**src/rtl/swarb_pkg.sv**
```systemverilog
package swarb_pkg;

  typedef enum logic [1:0] {
    ST_CLOSED  = 2'b00,
    ST_OPENING = 2'b01,
    ST_OPEN    = 2'b10,
    ST_CLOSING = 2'b11
  } swState_e;

  // strobes from the control to the datapath
  typedef struct packed {
    logic issueOpen;
    logic issueClose;
    logic setPending;
    logic clrPending;
  } ctrlStrobe_t;

  localparam int unsigned NUM_LINES = 2;
  localparam int unsigned LINE_OPEN = 0;
  localparam int unsigned LINE_CLOSE = 1;

endpackage

```
**src/rtl/arb_edge_sync.sv**
```systemverilog
module arb_edge_sync #(
  parameter int unsigned STAGES = 2
) (
  input  logic clk,
  input  logic rstN,
  input  logic lineIn,
  output logic riseOut
);
  localparam int unsigned CHAIN = STAGES + 1;

  logic [CHAIN-1:0] chain;

  always_ff @(posedge clk or negedge rstN) begin
    if (!rstN) chain <= '0;
    else       chain <= {chain[CHAIN-2:0], lineIn};
  end

  // the last synchronizer stage against the history flop
  assign riseOut = chain[STAGES-1] & ~chain[STAGES];

endmodule

```
**src/rtl/arb_datapath.sv**
```systemverilog
module arb_datapath
  import swarb_pkg::*;
#(
  parameter int unsigned SYNC_STAGES = 2
) (
  input  logic        clk,
  input  logic        rstN,
  input  logic        openCmd,
  input  logic        closeCmd,
  input  ctrlStrobe_t strobe,
  output logic        openEdge,
  output logic        closeEdge,
  output logic        pending,
  output logic        openReq,
  output logic        closeReq
);
  logic [NUM_LINES-1:0] lines;
  logic [NUM_LINES-1:0] rises;

  assign lines[LINE_OPEN]  = openCmd;
  assign lines[LINE_CLOSE] = closeCmd;

  for (genvar g = 0; g < NUM_LINES; g++) begin : gLine
    arb_edge_sync #(.STAGES(SYNC_STAGES)) uSync (
      .clk    (clk),
      .rstN   (rstN),
      .lineIn (lines[g]),
      .riseOut(rises[g])
    );
  end

  assign openEdge  = rises[LINE_OPEN];
  assign closeEdge = rises[LINE_CLOSE];

  always_ff @(posedge clk or negedge rstN) begin
    if (!rstN) begin
      pending  <= 1'b0;
      openReq  <= 1'b0;
      closeReq <= 1'b0;
    end else begin
      if (strobe.setPending)      pending <= 1'b1;
      else if (strobe.clrPending) pending <= 1'b0;
      openReq  <= strobe.issueOpen;
      closeReq <= strobe.issueClose;
    end
  end

endmodule

```
**src/rtl/arb_control.sv**
```systemverilog
module arb_control
  import swarb_pkg::*;
#(
  parameter bit INIT_OPEN = 1'b0
) (
  input  logic        clk,
  input  logic        rstN,
  input  logic        openEdge,
  input  logic        closeEdge,
  input  logic        pending,
  input  logic        actDone,
  output ctrlStrobe_t strobe,
  output swState_e    state
);
  localparam swState_e RESET_STATE = INIT_OPEN ? ST_OPEN : ST_CLOSED;

  swState_e nextState;
  logic     pendEff;

  always_comb begin
    nextState = state;
    strobe    = '0;
    pendEff   = pending;
    unique case (state)
      ST_CLOSED: begin
        if (openEdge) begin
          nextState        = ST_OPENING;
          strobe.issueOpen = 1'b1;
        end
      end
      ST_OPEN: begin
        if (closeEdge) begin
          nextState         = ST_CLOSING;
          strobe.issueClose = 1'b1;
        end
      end
      ST_OPENING: begin
        if (closeEdge)     pendEff = 1'b1;
        else if (openEdge) pendEff = 1'b0;
        if (actDone) begin
          strobe.clrPending = 1'b1;
          if (pendEff) begin
            nextState         = ST_CLOSING;
            strobe.issueClose = 1'b1;
          end else begin
            nextState = ST_OPEN;
          end
        end else begin
          strobe.setPending = pendEff;
          strobe.clrPending = ~pendEff;
        end
      end
      ST_CLOSING: begin
        if (openEdge)       pendEff = 1'b1;
        else if (closeEdge) pendEff = 1'b0;
        if (actDone) begin
          strobe.clrPending = 1'b1;
          if (pendEff) begin
            nextState        = ST_OPENING;
            strobe.issueOpen = 1'b1;
          end else begin
            nextState = ST_CLOSED;
          end
        end else begin
          strobe.setPending = pendEff;
          strobe.clrPending = ~pendEff;
        end
      end
      default: nextState = RESET_STATE;
    endcase
  end

  always_ff @(posedge clk or negedge rstN) begin
    if (!rstN) state <= RESET_STATE;
    else       state <= nextState;
  end

endmodule

```
**src/rtl/switch_cmd_arbiter.sv**
```systemverilog
module switch_cmd_arbiter
  import swarb_pkg::*;
#(
  parameter int unsigned SYNC_STAGES = 2,
  parameter bit          INIT_OPEN   = 1'b0
) (
  input  logic       clk,
  input  logic       rstN,
  input  logic       openCmd,
  input  logic       closeCmd,
  input  logic       actDone,
  output logic       openReq,
  output logic       closeReq,
  output logic [1:0] swState
);
  ctrlStrobe_t strobe;
  swState_e    state;
  logic        openEdge;
  logic        closeEdge;
  logic        pending;

  arb_datapath #(.SYNC_STAGES(SYNC_STAGES)) uDp (
    .clk      (clk),
    .rstN     (rstN),
    .openCmd  (openCmd),
    .closeCmd (closeCmd),
    .strobe   (strobe),
    .openEdge (openEdge),
    .closeEdge(closeEdge),
    .pending  (pending),
    .openReq  (openReq),
    .closeReq (closeReq)
  );

  arb_control #(.INIT_OPEN(INIT_OPEN)) uCtrl (
    .clk      (clk),
    .rstN     (rstN),
    .openEdge (openEdge),
    .closeEdge(closeEdge),
    .pending  (pending),
    .actDone  (actDone),
    .strobe   (strobe),
    .state    (state)
  );

  assign swState = state;

endmodule

```
**config.mk**
```make
export PLATFORM = sky130hd
export DESIGN_NAME = switch_cmd_arbiter
export DESIGN_NICKNAME = d
export VERILOG_FILES = /design/src/rtl/swarb_pkg.sv /design/src/rtl/arb_edge_sync.sv /design/src/rtl/arb_datapath.sv /design/src/rtl/arb_control.sv /design/src/rtl/switch_cmd_arbiter.sv
export SDC_FILE = /design/constraint.sdc
export NUM_CORES = 1
export LEC_CHECK = 0
export BUFFER_PORTS_ARGS = -buffer_cell sky130_fd_sc_hd__buf_2
export CORE_MARGIN = 5
export CORE_UTILIZATION = 40
export CTS_CLUSTER_SIZE = 20
export DETAILED_ROUTE_END_ITERATION = 8
export PLACE_DENSITY = 0.6
export RECOVER_POWER = 25
export SETUP_SLACK_MARGIN = 0.15
export SYNTH_ARGS = -nofsm -noshare
export SYNTH_HDL_FRONTEND = slang
export SYNTH_HIERARCHICAL = 1
export SYNTH_SLANG_ARGS = --single-unit
```
**constraint.sdc**
```tcl
create_clock -name clk -period 1.7 [get_ports clk]
set_input_delay 0.17 -clock clk [delete_from_list [all_inputs] [get_ports clk]]
set_output_delay 0.17 -clock clk [all_outputs]
set_load 0.05 [all_outputs]
```
==> out/results.txt, run 1 <==
Leading cell type in the layout, fill and taps excluded: dfrtp_1
Clk_lat worst skew: 270 ps
Via/cell ratio: 4.877
Crit path to: uCtrl/state[1]
HP Class: primary input to register
Mean Syn Cell Area: 11.71 sq um
DRT Pass-1 Iters: 4
Ys Warns: 6
R2R Path End: uCtrl/state[1]
Global-route wire length before repair: 1566 microns
Finished layout cell area: 655.6 sq um
Placer Congestion: 0.7447
Syn Nets: 55
Antenna violations before repair: 0
Reg2Reg Depth: 5
PortBufs: 8
Relative slew slack: 83.67%
Register bit total from synthesis: 11
Ports: 9
Final Max Tran Viols: 0
Wire per inst: 12.68 microns
Post-synth cell types: 20
Reg clk slew, reported paths: 90 ps
Req. time, crit path: 1840 ps
Setup crit end kind: register
Gr busiest metal: met2
Max-cap violation count: 0
Nets: 69
H-tree depth: 1
Antenna Violating Nets Remaining: 0
Die Wd: 46.29 microns
Die height: 46.29 microns
Crit start category: register
Type of the worst setup path: register to register
Die ar.: 0.002143 sq mm
Post-CTS Setup Inserts: 0
Register area: 277.8 sq um
Share of cells above drive strength 1: 41.38%
Clock buffer count from CTS: 3
Most frequent cells in the layout: dfrtp_1 (9), buf_2 (8), inv_1 (4)
R2r startpoint: uCtrl/state[0]
Placement Cell Area: 606.8 sq um
Dpl cells: 68
# fillers: 123
Non-Filler Instances: 73
CTS Sinks: 11
Min Tclk post-route: 1465 ps
Sequential fraction of the synthesis area: 52.26%
FMAX: 0.6828 GHz
Final period utilization: 86.15%
Leakage Power: 0.0003120 uW
Initial DRC count: 4
Final WL: 926 microns
Final Skew: 18.28 ps
Synth Instances: 45
Root Buffer Master: clkbuf_4
TritonCTS clock tree: built
GRT Overall Usage: 10.73%
Worst-Margin Slew: 245.0 ps
HPWL after DPL: 700.3 microns
GR Layer Usage met3: 3.516%
Area occupied by multi-input gates: 254.0 sq um
Final TNS setup: 0 ps
Post-Syn Area: 526.8 sq um
Largest net degree at the start of global routing: 12
Fin util: 51.68%
Final worst setup slack: 235.5 ps
R2r setup slk: 240 ps
Number of global-route vias before repair: 361
GRT met2 Usage: 15.11%
Maximum vdd drop: 0.001005 V
Final setup fails: 0
Met1 Use GR: 14.59%
RSZ-0062 raised after global routing: no
Initial core utilization: 41.52%
Crit path max fanout: 5
Area Overhead vs Synth: 24.47%
Power Density: 1788 mW/mm^2
Final Hold Fails: 0
Status: finished, final reports clean
Place WS: 168.5 ps
Critical path arrival: 1610 ps
Remaining DRCs: 0
Antenna diodes: 0
Grt total ovfl: 0
CP Launch Point: uCtrl/state[0]
CTS Buffer Depth: 2
Via count: 356
Core footprint: 0.001269 sq mm
Core Rows: 13
worst min-delay path by stage:
| stage | start | slack (ps) | to | depth (start not counted) |
|---|---|---|---|---|
| final | openCmd | 10 | uDp/gLine[0].uSync/chain[0] | 1 |
| after global routing | openCmd | 2 | uDp/gLine[0].uSync/chain[0] | 1 |
| after CTS | openCmd | 6 | uDp/gLine[0].uSync/chain[0] | 1 |
| after detailed placement | rstN | 50 | uDp/closeReq | 1 |
| after global placement | rstN | 50 | uDp/closeReq | 1 |
| after floorplan | rstN | -130 | uCtrl/state[0] | 0 |
synth_stat cells:
master | n | area, sq um
mux2_1 | 1 | 11.26
a21oi_2 | 1 | 8.760
dfrtp_1 | 11 | 275.3
o21a_1 | 1 | 7.510
o22a_1 | 1 | 8.760
inv_1 | 6 | 22.52
a22oi_1 | 1 | 7.510
nor2b_1 | 2 | 12.51
o221ai_1 | 1 | 8.760
inv_2 | 1 | 3.750
o21ai_0 | 2 | 10.01
nand2_1 | 1 | 3.750
ha_1 | 5 | 62.56
a21o_1 | 1 | 7.510
o21bai_1 | 1 | 7.510
o21ai_1 | 3 | 15.01
o41a_1 | 1 | 11.26
nor2b_4 | 2 | 27.53
nor3b_1 | 1 | 7.510
nor2_1 | 2 | 7.510
cell type report:
cell class                 count  share of cell area (%)
tap                           15                   2.863
clock buffer                   4                   4.008
multi-input combinational     27                   38.74
inverter                       7                   4.389
timing repair buffer           9                   7.634
sequential                    11                   42.37
metrics by stage:
stage,total power [uW],hold WS (ps)
finish,1173,14.89
global route,1257,2.042
CTS,1123,5.656
detailed placement,939.6,51.28
global placement,940.0,48.54
floorplan,817.6,-125.6
report_power, final:
group	switching [uW]	internal (uW)	leakage, uW
sequential	63.6	320	0.000132
combinational	347	259	0.000165
clock	91.9	90.7	0.0000150
metal layers:
metal	part of all wire (%)	vias to the layer above
li1	-	177
met1	49	169
met2	46	8
met3	4.4	2
met4	0.43	0
met5	0	-
cells by family (layout without fill, tap and decap cells):
kind of cell | Yosys count | in the layout | share of synthesized area (%)
adder cells (fa/ha/maj) | 5 | 5 | 11.88
AND/OR/NAND/NOR | 8 | 8 | 11.16
buffers and inverters | 7 | 20 | 4.987
flip-flops | 11 | 11 | 52.26
AO/OA/AOI/OAI | 13 | 13 | 17.58
multiplexers | 1 | 1 | 2.138
what timing repair did:
action | in CTS | in global routing
setup endpoints to repair | 0 | 2
hold buffers | 1 | 0
resized for setup | 0 | 5
endpoints found under the hold margin | 11 | 0
state kept, by name (all words and copies together) (netlist names):
signal / flops
uDp/openReq: 1
uDp/pending: 1
uCtrl/state: 2
uDp/gLine.uSync/chain: 6
uDp/closeReq: 1
critical path, cell delays in order, from the launching register on:
cell,delay [ps]
dfrtp_2,460
inv_4,90
ha_1,170
inv_1,50
o221ai_2,240
mux2_4,320
(Power assumes the default switching activity.)
==> run 2: changes to the inputs <==
Settings changed: CORE_AREA set to 5 5 42 44, CORE_MARGIN 5 to unset, CORE_UTILIZATION 40 to unset, DIE_AREA set to 0 0 47 49.
==> run 2 against run 1 <==
  * Sequential cell count stayed put
  * Clock skew down 13 ps
  * Total power shrank 3.2%
  * Register-to-register slack about the same
  * Via count increased by 0.84%
  * First-iteration DRC count increased by 50%
  * Die area increased by 7.5%
  * Sequential power shrank 2%
  * Core utilization fell by 3.8 points
  * Critical path type unchanged
  * Largest power group unchanged
==> out/results.txt, run 2 (same netlist as run 1, synthesis figures left out) <==
Area Overhead vs Synth: 27.32%
Req. time, crit path: 1850 ps
Final Skew: 5.577 ps
H-tree depth: 1
Register name with the most flops: uDp/gLine.uSync/chain
Leakage Power: 0.0003161 uW
Buffers & Inverters on Critical Path: 2
Relative slew slack: 62.68%
HP Class: primary input to register
Die Wd: 47 microns
CTS Sinks: 11
Min Tclk post-route: 1462 ps
Wire per inst: 11.41 microns
Reg clk slew, reported paths: 70 ps
Global-route wire length before repair: 1504 microns
Initial core utilization: 37.59%
Largest net degree at the start of global routing: 12
CP top delay family: flip-flops
Final WL: 867 microns
Final worst setup slack: 238.1 ps
Antenna diodes: 0
R2R Path End: uCtrl/state[1]
Most frequent cells in the layout: dfrtp_1 (9), buf_2 (7), inv_1 (4)
Remaining DRCs: 0
Power Density: 1692 mW/mm^2
HPWL after DPL: 681.5 microns
Type of the worst setup path: register to register
Worst Hold Path Cells: 5
DRT Pass-1 Iters: 4
Final Hold Fails: 0
R2r setup slk: 240 ps
Leading cell type in the layout, fill and taps excluded: dfrtp_1
Antenna Violating Nets Remaining: 0
Final period utilization: 85.99%
Root Buffer Master: clkbuf_4
Share of cells above drive strength 1: 38.33%
Via count: 359
TritonCTS clock tree: built
Number of global-route vias before repair: 370
RSZ-0062 raised after global routing: no
Ports: 9
Crit path max fanout: 5
Initial DRC count: 6
Core footprint: 0.001401 sq mm
FMAX: 0.6840 GHz
Worst-Margin Slew: 559.8 ps
Crit start category: register
Critical Path Max Stage Delay: 450 ps
Setup crit end kind: register
Post-CTS Setup Inserts: 0
Die ar.: 0.002303 sq mm
Slowest CP cell: dfrtp_2
Final Max Tran Viols: 0
PortBufs: 8
R2r startpoint: uCtrl/state[0]
Max reg flops: 6
Maximum vdd drop: 0.0006903 V
Clock buffer count from CTS: 3
Nets: 71
Critical path depth in cells: 5
Placer Congestion: 0.6975
Antenna violations before repair: 0
Die height: 49 microns
Final setup fails: 0
CTS Buffer Depth: 2
Place WS: 146.4 ps
Largest registers: uDp/gLine.uSync/chain: 6 flops, uCtrl/state: 2 flops
Clk_lat worst skew: 270 ps
CP Launch Point: uCtrl/state[0]
Max-cap violation count: 0
Via/cell ratio: 4.724
Reg2Reg Depth: 5
Crit path to: uCtrl/state[1]
Final TNS setup: 0 ps
GRT Overall Usage: 9.026%
Grt total ovfl: 0
Status: finished, final reports clean
Cell Chain, Critical Path: inv_2, ha_1, inv_1, o221ai_2, mux2_1
Critical path arrival: 1610 ps
Core Rows: 14
[run 2: how the worst min path moves through the flow]
stage	endpoint	start	slack, ps
3_5_place_dp	uDp/gLine[0].uSync/chain[2]	rstN	50
6_report	uDp/openReq	actDone	290
3_3_place_gp	uDp/gLine[0].uSync/chain[2]	rstN	50
5_1_grt	uDp/openReq	actDone	320
4_1_cts	uDp/openReq	actDone	280
2_1_floorplan	uCtrl/state[0]	rstN	-130
[run 2: repair_timing]
action / CTS / global route
endpoints found under the setup margin: 2 / 2
hold buffers: 3 / 0
pin swaps: 1 / 0
endpoints found under the hold margin: 13 / 0
resized for setup: 1 / 2
[run 2: routing by layer]
metal  vias to the layer above  share of wire (%)  global-route usage [%]  wire, microns
li1                        183                  -                       -              -
met1                       168                 48                   10.86            412
met2                         8                 47                   13.12            404
met3                         0                5.8                   4.428             50
met4                         0                  0                   4.147              0
met5                         -                  0                       0              0
[run 2: metrics by stage]
| stage | std cells | hold slack, ps | instance area (sq um) | power, uW | utilization (%) |
|---|---|---|---|---|---|
| after floorplan | 45 | -125.6 | 548.0 | 817.6 | - |
| after global placement | 69 | 48.52 | 608.1 | 932.3 | 43.39 |
| after detailed placement | 69 | 48.50 | 608.1 | 945.4 | 43.39 |
| after CTS | 76 | 276.1 | 669.4 | 1142 | 47.77 |
| after global routing | 76 | 320.1 | 670.6 | 1212 | 47.86 |
| final | 76 | 285.7 | 670.6 | 1135 | 47.86 |
[run 2: where the power goes]
part | internal, uW | switching, uW
sequential | 320 | 57.5
clock | 86.9 | 89.0
combinational | 234 | 347
total | 641 | 494
[run 2: worst register-to-register path, delay by kind of cell, from the launching register on]
family                   cells  cell delay [ps]
buffers and inverters        2              150
flip-flops                   1              450
AO/OA/AOI/OAI                1              220
adder cells (fa/ha/maj)      1              170
multiplexers                 1              350
[run 2: final cells by class]
cell class	count	area, sq um
Inverter	7	26.28
Clock buffer	3	22.52
Sequential cell	11	277.8
Multi-Input combinational cell	27	250.2
Fill cell	139	730.7
Clock inverter	1	5.005
Timing Repair Buffer	11	68.82
Tap cell	16	20.02
